## src/rtl/sft_pkg.sv

```systemverilog
package sft_pkg;

    // Decoded timing strobes, all aligned to one chip count
    typedef struct packed {
        logic bit_s;
        logic byte_s;
        logic frame_s;
        logic pre_byte_s;
        logic pre_frame_s;
        logic slot_s;
    } sft_strobes_t;

    localparam sft_strobes_t SFT_STROBES_IDLE = '{default: 1'b0};

endpackage

```

## src/rtl/sft_chip_counter.sv

```systemverilog
module sft_chip_counter #(
    parameter int CHIPS_PER_FRAME = 2880,
    parameter int CNT_W           = $clog2(CHIPS_PER_FRAME)
) (
    input  logic             clk_i,
    input  logic             rst_i,
    input  logic             adv_i,
    output logic [CNT_W-1:0] cnt_q_o,
    output logic [CNT_W-1:0] cnt_d_o
);

    localparam logic [CNT_W-1:0] LAST_CNT = CNT_W'(CHIPS_PER_FRAME - 1);

    typedef struct packed {
        logic [CNT_W-1:0] cnt;
    } cnt_state_t;

    cnt_state_t state_d, state_q;

    always_comb begin
        state_d = state_q;
        if (adv_i) begin
            if (state_q.cnt == LAST_CNT) begin
                state_d.cnt = '0;
            end else begin
                state_d.cnt = state_q.cnt + CNT_W'(1);
            end
        end
        if (rst_i) begin
            state_d.cnt = '0;
        end
    end

    always_ff @(posedge clk_i) begin
        state_q <= state_d;
    end

    assign cnt_q_o = state_q.cnt;
    assign cnt_d_o = state_d.cnt;

endmodule

```

## src/rtl/sft_strobe_decode.sv

```systemverilog
module sft_strobe_decode
    import sft_pkg::*;
#(
    parameter int CHIPS_PER_FRAME = 2880,
    parameter int CHIPS_PER_BIT   = 8,
    parameter int BITS_PER_BYTE   = 8,
    parameter int CNT_W           = $clog2(CHIPS_PER_FRAME)
) (
    input  logic [CNT_W-1:0] cnt_i,
    output sft_strobes_t     strb_o
);

    localparam int CHIPS_PER_BYTE = CHIPS_PER_BIT * BITS_PER_BYTE;
    localparam int LEAD           = CHIPS_PER_BIT;
    localparam int WIN_START      = CHIPS_PER_FRAME - LEAD;

    int unsigned cur;
    int unsigned ahead;

    always_comb begin
        cur   = int'(cnt_i);
        // count that will be current one bit time from now, folded over the wrap
        ahead = cur + LEAD;
        if (ahead >= CHIPS_PER_FRAME) begin
            ahead = ahead - CHIPS_PER_FRAME;
        end

        strb_o             = SFT_STROBES_IDLE;
        strb_o.bit_s       = (cur % CHIPS_PER_BIT) == 0;
        strb_o.byte_s      = (cur % CHIPS_PER_BYTE) == 0;
        strb_o.frame_s     = (cur == 0);
        strb_o.pre_byte_s  = (ahead % CHIPS_PER_BYTE) == 0;
        strb_o.pre_frame_s = (ahead == 0);
        strb_o.slot_s      = (cur >= WIN_START);
    end

endmodule

```

## src/rtl/sft_pin_mux.sv

```systemverilog
module sft_pin_mux #(
    parameter bit SEL_HIGH_PICKS_TX = 1'b1
) (
    input  logic sel_i,
    input  logic win_i,
    input  logic tx_i,
    output logic pin_o
);

    logic pick_tx;

    generate
        if (SEL_HIGH_PICKS_TX) begin : g_sel_high
            assign pick_tx = sel_i;
        end else begin : g_sel_low
            assign pick_tx = ~sel_i;
        end
    endgenerate

    always_comb begin
        pin_o = pick_tx ? tx_i : win_i;
    end

endmodule

```

## src/rtl/subframe_timing_gen.sv

```systemverilog
module subframe_timing_gen
    import sft_pkg::*;
#(
    parameter int CHIPS_PER_FRAME = 2880,
    parameter int CHIPS_PER_BIT   = 8,
    parameter int BITS_PER_BYTE   = 8,
    parameter int CNT_W           = $clog2(CHIPS_PER_FRAME)
) (
    input  logic             clk_i,
    input  logic             rst_i,
    input  logic             chip_tick_i,
    input  logic             pin_sel_i,
    input  logic             tx_data_i,
    output logic [CNT_W-1:0] chip_cnt_o,
    output logic             bit_stb_o,
    output logic             byte_stb_o,
    output logic             frame_stb_o,
    output logic             pre_byte_stb_o,
    output logic             pre_frame_stb_o,
    output logic             slot_win_o,
    output logic             share_pin_o
);

    logic [CNT_W-1:0] cnt_q;
    logic [CNT_W-1:0] cnt_d;
    sft_strobes_t     strb_next;
    sft_strobes_t     strb_d, strb_q;

    sft_chip_counter #(
        .CHIPS_PER_FRAME (CHIPS_PER_FRAME),
        .CNT_W           (CNT_W)
    ) cnt_i (
        .clk_i   (clk_i),
        .rst_i   (rst_i),
        .adv_i   (chip_tick_i),
        .cnt_q_o (cnt_q),
        .cnt_d_o (cnt_d)
    );

    // Decode the next count so strobes register on the same edge as the count
    sft_strobe_decode #(
        .CHIPS_PER_FRAME (CHIPS_PER_FRAME),
        .CHIPS_PER_BIT   (CHIPS_PER_BIT),
        .BITS_PER_BYTE   (BITS_PER_BYTE),
        .CNT_W           (CNT_W)
    ) dec_i (
        .cnt_i  (cnt_d),
        .strb_o (strb_next)
    );

    always_comb begin
        strb_d = strb_next;
    end

    always_ff @(posedge clk_i) begin
        strb_q <= strb_d;
    end

    sft_pin_mux #(
        .SEL_HIGH_PICKS_TX (1'b1)
    ) mux_i (
        .sel_i (pin_sel_i),
        .win_i (strb_q.slot_s),
        .tx_i  (tx_data_i),
        .pin_o (share_pin_o)
    );

    assign chip_cnt_o      = cnt_q;
    assign bit_stb_o       = strb_q.bit_s;
    assign byte_stb_o      = strb_q.byte_s;
    assign frame_stb_o     = strb_q.frame_s;
    assign pre_byte_stb_o  = strb_q.pre_byte_s;
    assign pre_frame_stb_o = strb_q.pre_frame_s;
    assign slot_win_o      = strb_q.slot_s;

endmodule

```

## config.mk

```make
export PLATFORM = sky130hd
export DESIGN_NAME = subframe_timing_gen
export DESIGN_NICKNAME = d
export VERILOG_FILES = /design/src/rtl/sft_pkg.sv /design/src/rtl/sft_chip_counter.sv /design/src/rtl/sft_strobe_decode.sv /design/src/rtl/sft_pin_mux.sv /design/src/rtl/subframe_timing_gen.sv
export SDC_FILE = /design/constraint.sdc
export NUM_CORES = 1
export LEC_CHECK = 0
export ABC_AREA = 1
export BUFFER_PORTS_ARGS = -buffer_cell sky130_fd_sc_hd__buf_2
export CAP_MARGIN = 30
export CELL_PAD_IN_SITES_DETAIL_PLACEMENT = 1
export CELL_PAD_IN_SITES_GLOBAL_PLACEMENT = 1
export CORE_ASPECT_RATIO = 0.7
export CORE_MARGIN = 10
export CORE_UTILIZATION = 36
export CTS_CLUSTER_SIZE = 8
export DETAILED_ROUTE_END_ITERATION = 7
export PLACE_DENSITY_LB_ADDON = 0.05
export RECOVER_POWER = 25
export SYNTH_ARGS = -nofsm -noshare
export SYNTH_HDL_FRONTEND = slang
export SYNTH_SLANG_ARGS = --single-unit
```

## constraint.sdc

```tcl
create_clock -name clk_i -period 3.1 [get_ports clk_i]
set_input_delay 0.465 -clock clk_i [delete_from_list [all_inputs] [get_ports clk_i]]
set_output_delay 0.465 -clock clk_i [all_outputs]
set_load 0.02 [all_outputs]
```

==> results.yml, run 1 <==
status:
  status: "completed"
clock_tree:
  cts-buffers-inserted: 3
  clk_pin_slew_ns: 0.07
  cts_root_buffer: "clkbuf_8"
  cts_tree: "done"
  cts_buffer_depth: 2
  clock-sinks: 18
  worst_skew_pair.late_latency_ns: 0.26
  h-tree-depth: 1
detailed_routing:
  firstDrtPassIters: 4
  via_per_inst: 4.80
  drtIter0Drc: 24
  vias: 1517
  route.detailed.drc: 0
  ant_nets: 0
  drt-total-wl_um: 4710
  drt-wirelength-per-cell_um: 14.9
job:
  maxCapViolCount: 0
pwr:
  power_density_mw_per_mm2: 237
  p_leak_nw: 1.12
  seq_power_share_pct: 49.1
  p_sw_mw: 0.123
  p_clk_share_pct: 39.2
  comb_power_share_pct: 11.8
  power.internal_mw: 0.374
  switching_share_pct: 24.7
  vdd_drop_max_mv: 0.196
global_routing:
  antenna_found_initial: 0
  grt_max_degree: 11
  grt-ovfl-total: 0
  groute.usage.overall_pct: 12.8
  grt_pass1_vias: 1561
  grt_pass1_wl_um: 7620
synthesis:
  ys_seq_area_share_pct: 24.3
  ys_types: 29
  avgSynthCellArea_um2: 7.32
  syn_inst: 203
  ys_warn_count: 0
  synth_seq_cells: 18
  synth_area_mm2: 0.00149
  syn_nets: 212
setup_path:
  endpoint_kind: "register"
  r2r_cells: 27
  startpoint: "cnt_i.cnt_q_o[1]$_DFF_P_"
  cp_max_fo: 4
  critPathMaxStageDelay_ns: 0.37
  crit_type: "reg2reg"
  r2r_setup_slack_ns: 0.13
  setup.worst_path.start_class: "register"
  reg2reg_from: "cnt_i.cnt_q_o[1]$_DFF_P_"
  crit_slowest_cell: "dfxtp_4"
  reg2reg_to: "pre_frame_stb_o$_DFF_P_"
  critPathRequiredTime_ns: 3.31
  crit_top_cell: "nand2_1"
  endpoint: "pre_frame_stb_o$_DFF_P_"
  crit_arrival_ns: 3.18
sta:
  max_freq_mhz: 336
  holdWs_ns: 0.613
  setup_violations: 0
  finalMaxSlewViolations: 0
  clock_skew_ns: 0.00154
  tightest_slew_ns: 0.267
  finalHoldViolCount: 0
  max_slew_margin_pct: 82.2
  fin_crit_sh_pct: 95.9
  fin_crit_ns: 2.97
placed_design:
  dp_hpwl_um: 3680
  place_congestion: 0.807
  dp_cells: 300
  portBuffers: 23
floorplanning:
  start_util_pct: 37.6
  rows: 19
  dieHeight_um: 73.7
  dieArea_mm2: 0.00714
  dieWidth_um: 96.8
  ioPinCount: 24
  coreArea_mm2: 0.00395
final_layout:
  fin_cells: 316
  layout.nets: 274
  final-seq-area_um2: 372
  drive_gt1_share_pct: 50.8
  multiInputGateArea_mm2: 0.00110
  areaGrowthSynthToFinish_pct: 40.8
  fillers: 514
  num_antenna_cells: 0
min_path:
  min_from: "chip_tick_i"
  hold_path_class: "in2reg"
## metrics by stage
step / util [%] / cell area (um^2) / power [mW] / TNS, ns / setup WS, ns
4_1_cts: 49.8 / 1970 / 0.501 / 0 / 0.00541
3_5_place_dp: 46.9 / 1850 / 0.305 / -0.188 / -0.188
2_1_floorplan: - / 1510 / 0.282 / 0 / 0.00467
5_1_grt: 53.0 / 2090 / 0.523 / -0.0729 / -0.0729
6_report: 53.0 / 2090 / 0.496 / 0 / 0.126
3_3_place_gp: 46.9 / 1850 / 0.303 / -0.0863 / -0.0863
## power groups by stage
stage	combinational (mW)	sequential (mW)	clock, mW
after detailed placement	0.0554	0.249	0
after global placement	0.0546	0.248	0
final	0.0585	0.243	0.194
after global routing	0.0646	0.245	0.214
after CTS	0.0587	0.244	0.198
after floorplan	0.0233	0.259	0
## sequential cells by signal, summed over array words and instances (netlist names)
| signal | count |
|---|---|
| bit_stb_o | 1 |
| byte_stb_o | 1 |
| cnt_i.cnt_q_o | 12 |
| frame_stb_o | 1 |
| pre_byte_stb_o | 1 |
| pre_frame_stb_o | 1 |
| slot_win_o | 1 |
## area by class of cell
class                      instances  share of cell area [%]
tap                               52                    3.11
sequential                        18                    17.8
clock buffer                       4                    2.63
multi-input combinational        152                    52.8
inverter                          33                    6.16
timing repair buffer              57                    17.5
## synthesized netlist by cell type (all sizes together)
| library cell | number | share of area (%) |
|---|---|---|
| a21oi | 4 | 1.9 |
| and2 | 1 | 0.42 |
| clkinv | 1 | 0.25 |
| dfxtp | 18 | 24 |
| ha | 4 | 3.4 |
| inv | 32 | 8.3 |
| mux2 | 2 | 1.5 |
| nand2 | 66 | 21 |
| nand3 | 24 | 13 |
| nand3b | 3 | 1.5 |
| nand4 | 7 | 2.9 |
| nor2 | 27 | 13 |
| nor3 | 5 | 4.3 |
| o21ai | 5 | 1.9 |
| o21bai | 3 | 1.5 |
| xnor2 | 1 | 0.59 |
## timing repair
item	CTS	global route
pin swaps	3	19
setup endpoints to repair	1	1
resized for setup	10	17
hold buffers	0	0
setup buffers	2	10
## cells in the final DEF, fill, tap and decap left out
master / count
a21oi_2: 2
dfxtp_2: 3
nand3_2: 8
inv_4: 2
nor3_1: 1
nand2_1: 45
nand3_1: 11
dfxtp_4: 2
nand2_4: 7
nor2_4: 8
ha_4: 3
buf_2: 17
inv_2: 10
buf_6: 1
o21ai_0: 2
nor2_2: 3
o21ai_2: 3
dfxtp_1: 13
nand2_2: 14
nand3b_1: 3
mux2_2: 2
buf_4: 33
xnor2_1: 1
and2_4: 1
nand4_1: 7
clkbuf_1: 6
clkbuf_8: 4
nor3_4: 3
o21bai_1: 3
nor2_8: 2
nor2_1: 14
nor3_2: 1
ha_1: 1
inv_1: 21
a21oi_1: 2
nand3_4: 5
## critical path, delay by kind of cell, from the launching register on
family | cells | cell delay (ns)
buffers and inverters | 3 | 0.20
and+or+nand+nor | 19 | 1.52
adders and majority gates | 4 | 0.75
AOI/OAI and AO/OA | 1 | 0.05
DFF | 1 | 0.37
## logic make-up after synthesis
group | after synthesis | share of synthesized area, %
simple gates | 133 | 56.4
buf+inv | 33 | 8.51
flops | 18 | 24.3
compound gates | 12 | 5.31
fa+ha+maj | 4 | 3.37
mux | 2 | 1.52
xor+xnor | 1 | 0.590
## how the worst min path moves through the flow
stage,end,depth (start not counted)
after floorplan,cnt_i.cnt_q_o[0]$_DFF_P_,3
after global placement,cnt_i.cnt_q_o[0]$_DFF_P_,3
final,cnt_i.cnt_q_o[0]$_DFF_P_,4
after detailed placement,cnt_i.cnt_q_o[0]$_DFF_P_,3
after global routing,cnt_i.cnt_q_o[0]$_DFF_P_,4
after CTS,cnt_i.cnt_q_o[0]$_DFF_P_,4
## metal layers
layer | routed length, um | share of wire, % | GRT usage, % | vias up
li1 | - | - | - | 770
met1 | 2200 | 47 | 15.9 | 719
met2 | 2260 | 48 | 21.4 | 22
met3 | 211 | 4.5 | 4.03 | 6
met4 | 43 | 0.91 | 2.45 | 0
met5 | 0 | 0 | 0 | -
Power figures use the tool's default switching activity.
==> run 2, diff against run 1 <==
--- a/config.mk
+++ b/config.mk
@@ -5,14 +5,14 @@
 export SDC_FILE = /design/constraint.sdc
 export NUM_CORES = 1
 export LEC_CHECK = 0
-export ABC_AREA = 1
+export ABC_AREA = 0
 export BUFFER_PORTS_ARGS = -buffer_cell sky130_fd_sc_hd__buf_2
 export CAP_MARGIN = 30
 export CELL_PAD_IN_SITES_DETAIL_PLACEMENT = 1
 export CELL_PAD_IN_SITES_GLOBAL_PLACEMENT = 1
 export CORE_ASPECT_RATIO = 0.7
 export CORE_MARGIN = 10
-export CORE_UTILIZATION = 36
+export CORE_UTILIZATION = 37
 export CTS_CLUSTER_SIZE = 8
 export DETAILED_ROUTE_END_ITERATION = 7
 export PLACE_DENSITY_LB_ADDON = 0.05
==> constraint.sdc (replaced) <==
create_clock -name clk_i -period 2.5 [get_ports clk_i]
set_input_delay 0.375 -clock clk_i [delete_from_list [all_inputs] [get_ports clk_i]]
set_output_delay 0.375 -clock clk_i [all_outputs]
set_load 0.02 [all_outputs]
==> run 2 against run 1 <==
Against the previous run:
- the flow now finishes with violations (negative setup slack)
- via count increased by 50%
- worst setup slack got worse by 1.6 ns
- clock power grew 18%
- combinational power is 81% higher
- area after synthesis grew 2.2%
- final area increased by 21%
- wire length grew 84%
- register-to-register slack got worse by 1.6 ns
- critical path type unchanged
==> results.yml, run 2 <==
final_layout:
  drive_gt1_share_pct: 48.0
  largest_reg_flops: 12
  fin_cells: 354
  layout.nets: 312
  fillers: 498
  areaGrowthSynthToFinish_pct: 66.1
  num_antenna_cells: 0
  layout_common_cells: "90 x buf_4, 17 x nor2_1, 15 x buf_2"
  layout_commonest_cell: "buf_4"
  fin_util_pct: 63.9
  postLayoutCellArea_mm2: 0.00252
sta:
  finalHoldViolCount: 0
  setup_ws_ns: -1.42
  max_slew_margin_pct: 67.5
  max_freq_mhz: 255
  clock_skew_ns: 0.00785
  fin_setup_tns_ns: -1.47
  fin_crit_sh_pct: 157
  setup_violations: 2
  fin_crit_ns: 3.92
  rsz0062_at_grt: "yes"
  finalMaxSlewViolations: 0
  tightest_slew_ns: 0.482
  holdWs_ns: 0.532
global_routing:
  grt_pass1_vias: 2213
  groute.usage.overall_pct: 23.5
  grt_max_degree: 12
  grt-ovfl-total: 0
  grt_pass1_wl_um: 12700
  antenna_found_initial: 0
detailed_routing:
  firstDrtPassIters: 5
  drt-total-wl_um: 8690
  ant_nets: 0
  dr_wl_met2_um: 3850
  topRoutingLayerUsed: "met4"
  drtIter0Drc: 257
  vias: 2281
  wl_met1_um: 3400
  route.detailed.drc: 0
  route.met3.wl_um: 1010
  via_per_inst: 6.44
  drt-wirelength-per-cell_um: 24.5
setup_path:
  critPathRequiredTime_ns: 2.69
  crit_type: "reg2reg"
  cp_max_fo: 4
  endpoint_kind: "register"
  setup.worst_path.start_class: "register"
  crit_arrival_ns: 4.11
floorplanning:
  rows: 19
  dieHeight_um: 73.6
  coreArea_mm2: 0.00395
  dieArea_mm2: 0.00710
  dieWidth_um: 96.6
  start_util_pct: 38.5
  ioPinCount: 24
pwr:
  p_leak_nw: 1.05
  power.internal_mw: 0.450
  p_clk_share_pct: 35.9
  power_density_mw_per_mm2: 253
  vdd_drop_max_mv: 0.288
  switching_share_pct: 29.3
  p_sw_mw: 0.186
  seq_power_share_pct: 47.4
  comb_power_share_pct: 16.7
  finalPower_mw: 0.637
synthesis:
  synth_common_cells: "18 x dfxtp_1, 17 x nor2_1, 14 x nand2_1, 10 x nand4_1, 10 x o21ai_0"
  avgSynthCellArea_um2: 7.82
  synth_seq_cells: 18
  yosysMostFrequentCell: "dfxtp_1"
  yosys.area.top_type: "dfxtp_1"
  synth_top_cell_area_share_pct: 23.7
  async_flop_share_pct: 0
  synth_area_mm2: 0.00152
  syn_nets: 203
  ys_warn_count: 0
  synthTopCellsByArea: "dfxtp_1 24%, nor2_1 4.2%, nand4_1 4.1%, nand2_1 3.5%, ha_1 3.3%"
  ys_seq_area_share_pct: 23.7
  syn_inst: 194
  synthFlopType: "dfxtp_1"
  synth-edff-count: 0
  ys_types: 60
placed_design:
  place_congestion: 0.980
  portBuffers: 23
  placed_area_mm2: 0.00229
  dp_slack_ns: -1.65
  dp_hpwl_um: 5800
  dp_cells: 340
clock_tree:
  clk_pin_slew_ns: 0.08
  cts_tree: "done"
  cts_buffer_depth: 2
  worst_skew_pair.late_latency_ns: 0.27
  cts_root_buffer: "clkbuf_8"
  h-tree-depth: 1
  cts-buffers-inserted: 3
  clock-sinks: 18
job:
  maxCapViolCount: 0
status:
  status: "finished with violations"
  violations: "negative setup slack"
min_path:
  hold_path_class: "in2reg"
[run 2: cell count changes after synthesis, sizes merged, moves of 7 or more]
cell   change
nor2       -9
inv       -24
buf        +8
nand2     -52
nor4       +7
nand3     -14
[run 2: cells by family after synthesis]
kind of cell	after synthesis	synth area share [%]
xor+xnor	9	5.19
fa+ha+maj	4	3.30
flops	18	23.7
mux	4	2.80
buf+inv	17	5.61
simple gates	93	35.7
compound gates	49	23.7
[run 2: layer usage]
layer / GRT usage, % / vias up
li1: - / 961
met1: 29.8 / 1107
met2: 37.0 / 164
met3: 7.43 / 49
met4: 6.75 / 0
met5: 0 / -
[run 2: critical path, stage by stage (launching register included)]
cell and delay, ns:
dfxtp_4 0.37, ha_4 0.13, and4_4 0.24, mux2i_4 0.27, inv_2 0.08, ha_4 0.19, inv_4 0.08, nor4_4 0.04
o221ai_2 0.21, nor2_2 0.10, or4_4 0.44, a31o_4 0.25, a221oi_2 0.25, nand3_1 0.14, ha_1 0.32, nand4b_1 0.13
nor3_2 0.21, o2111ai_2 0.13, a221oi_2 0.24
[run 2: final timing paths]
check                                         startpoint                        to  slack [ns]  cells past startpoint
worst max-delay path            cnt_i.cnt_q_o[0]$_DFF_P_   pre_frame_stb_o$_DFF_P_       -1.42                     18
worst min-delay path                               rst_i  cnt_i.cnt_q_o[5]$_DFF_P_        0.53                      3
worst max register to register  cnt_i.cnt_q_o[0]$_DFF_P_   pre_frame_stb_o$_DFF_P_       -1.42                     18
worst min register to register  cnt_i.cnt_q_o[1]$_DFF_P_  cnt_i.cnt_q_o[1]$_DFF_P_        0.68                      3
[run 2: power by group through the flow]
stage	sequential [mW]	clock, mW	combinational (mW)
after floorplan	0.321	0	0.0363
after global placement	0.307	0	0.0935
after CTS	0.301	0.226	0.105
after global routing	0.302	0.242	0.114
final	0.302	0.229	0.106
after detailed placement	0.308	0	0.101
[run 2: area by class of cell]
| cell class | instances | area [um^2] | area share (%) |
|---|---|---|---|
| multi-input combinational | 159 | 1230 | 48.6 |
| tap | 52 | 65.1 | 2.58 |
| timing repair buffer | 113 | 781 | 31.0 |
| sequential | 18 | 372 | 14.7 |
| clock inverter | 1 | 3.75 | 0.149 |
| clock buffer | 3 | 41.3 | 1.64 |
| inverter | 8 | 32.5 | 1.29 |
[run 2: repair_timing]
item                       in CTS  in global routing
resized for setup              18                  8
setup endpoints to repair       1                  3
buffers inserted                6                  4
pin swaps                      18                 17
hold buffers                    0                  0
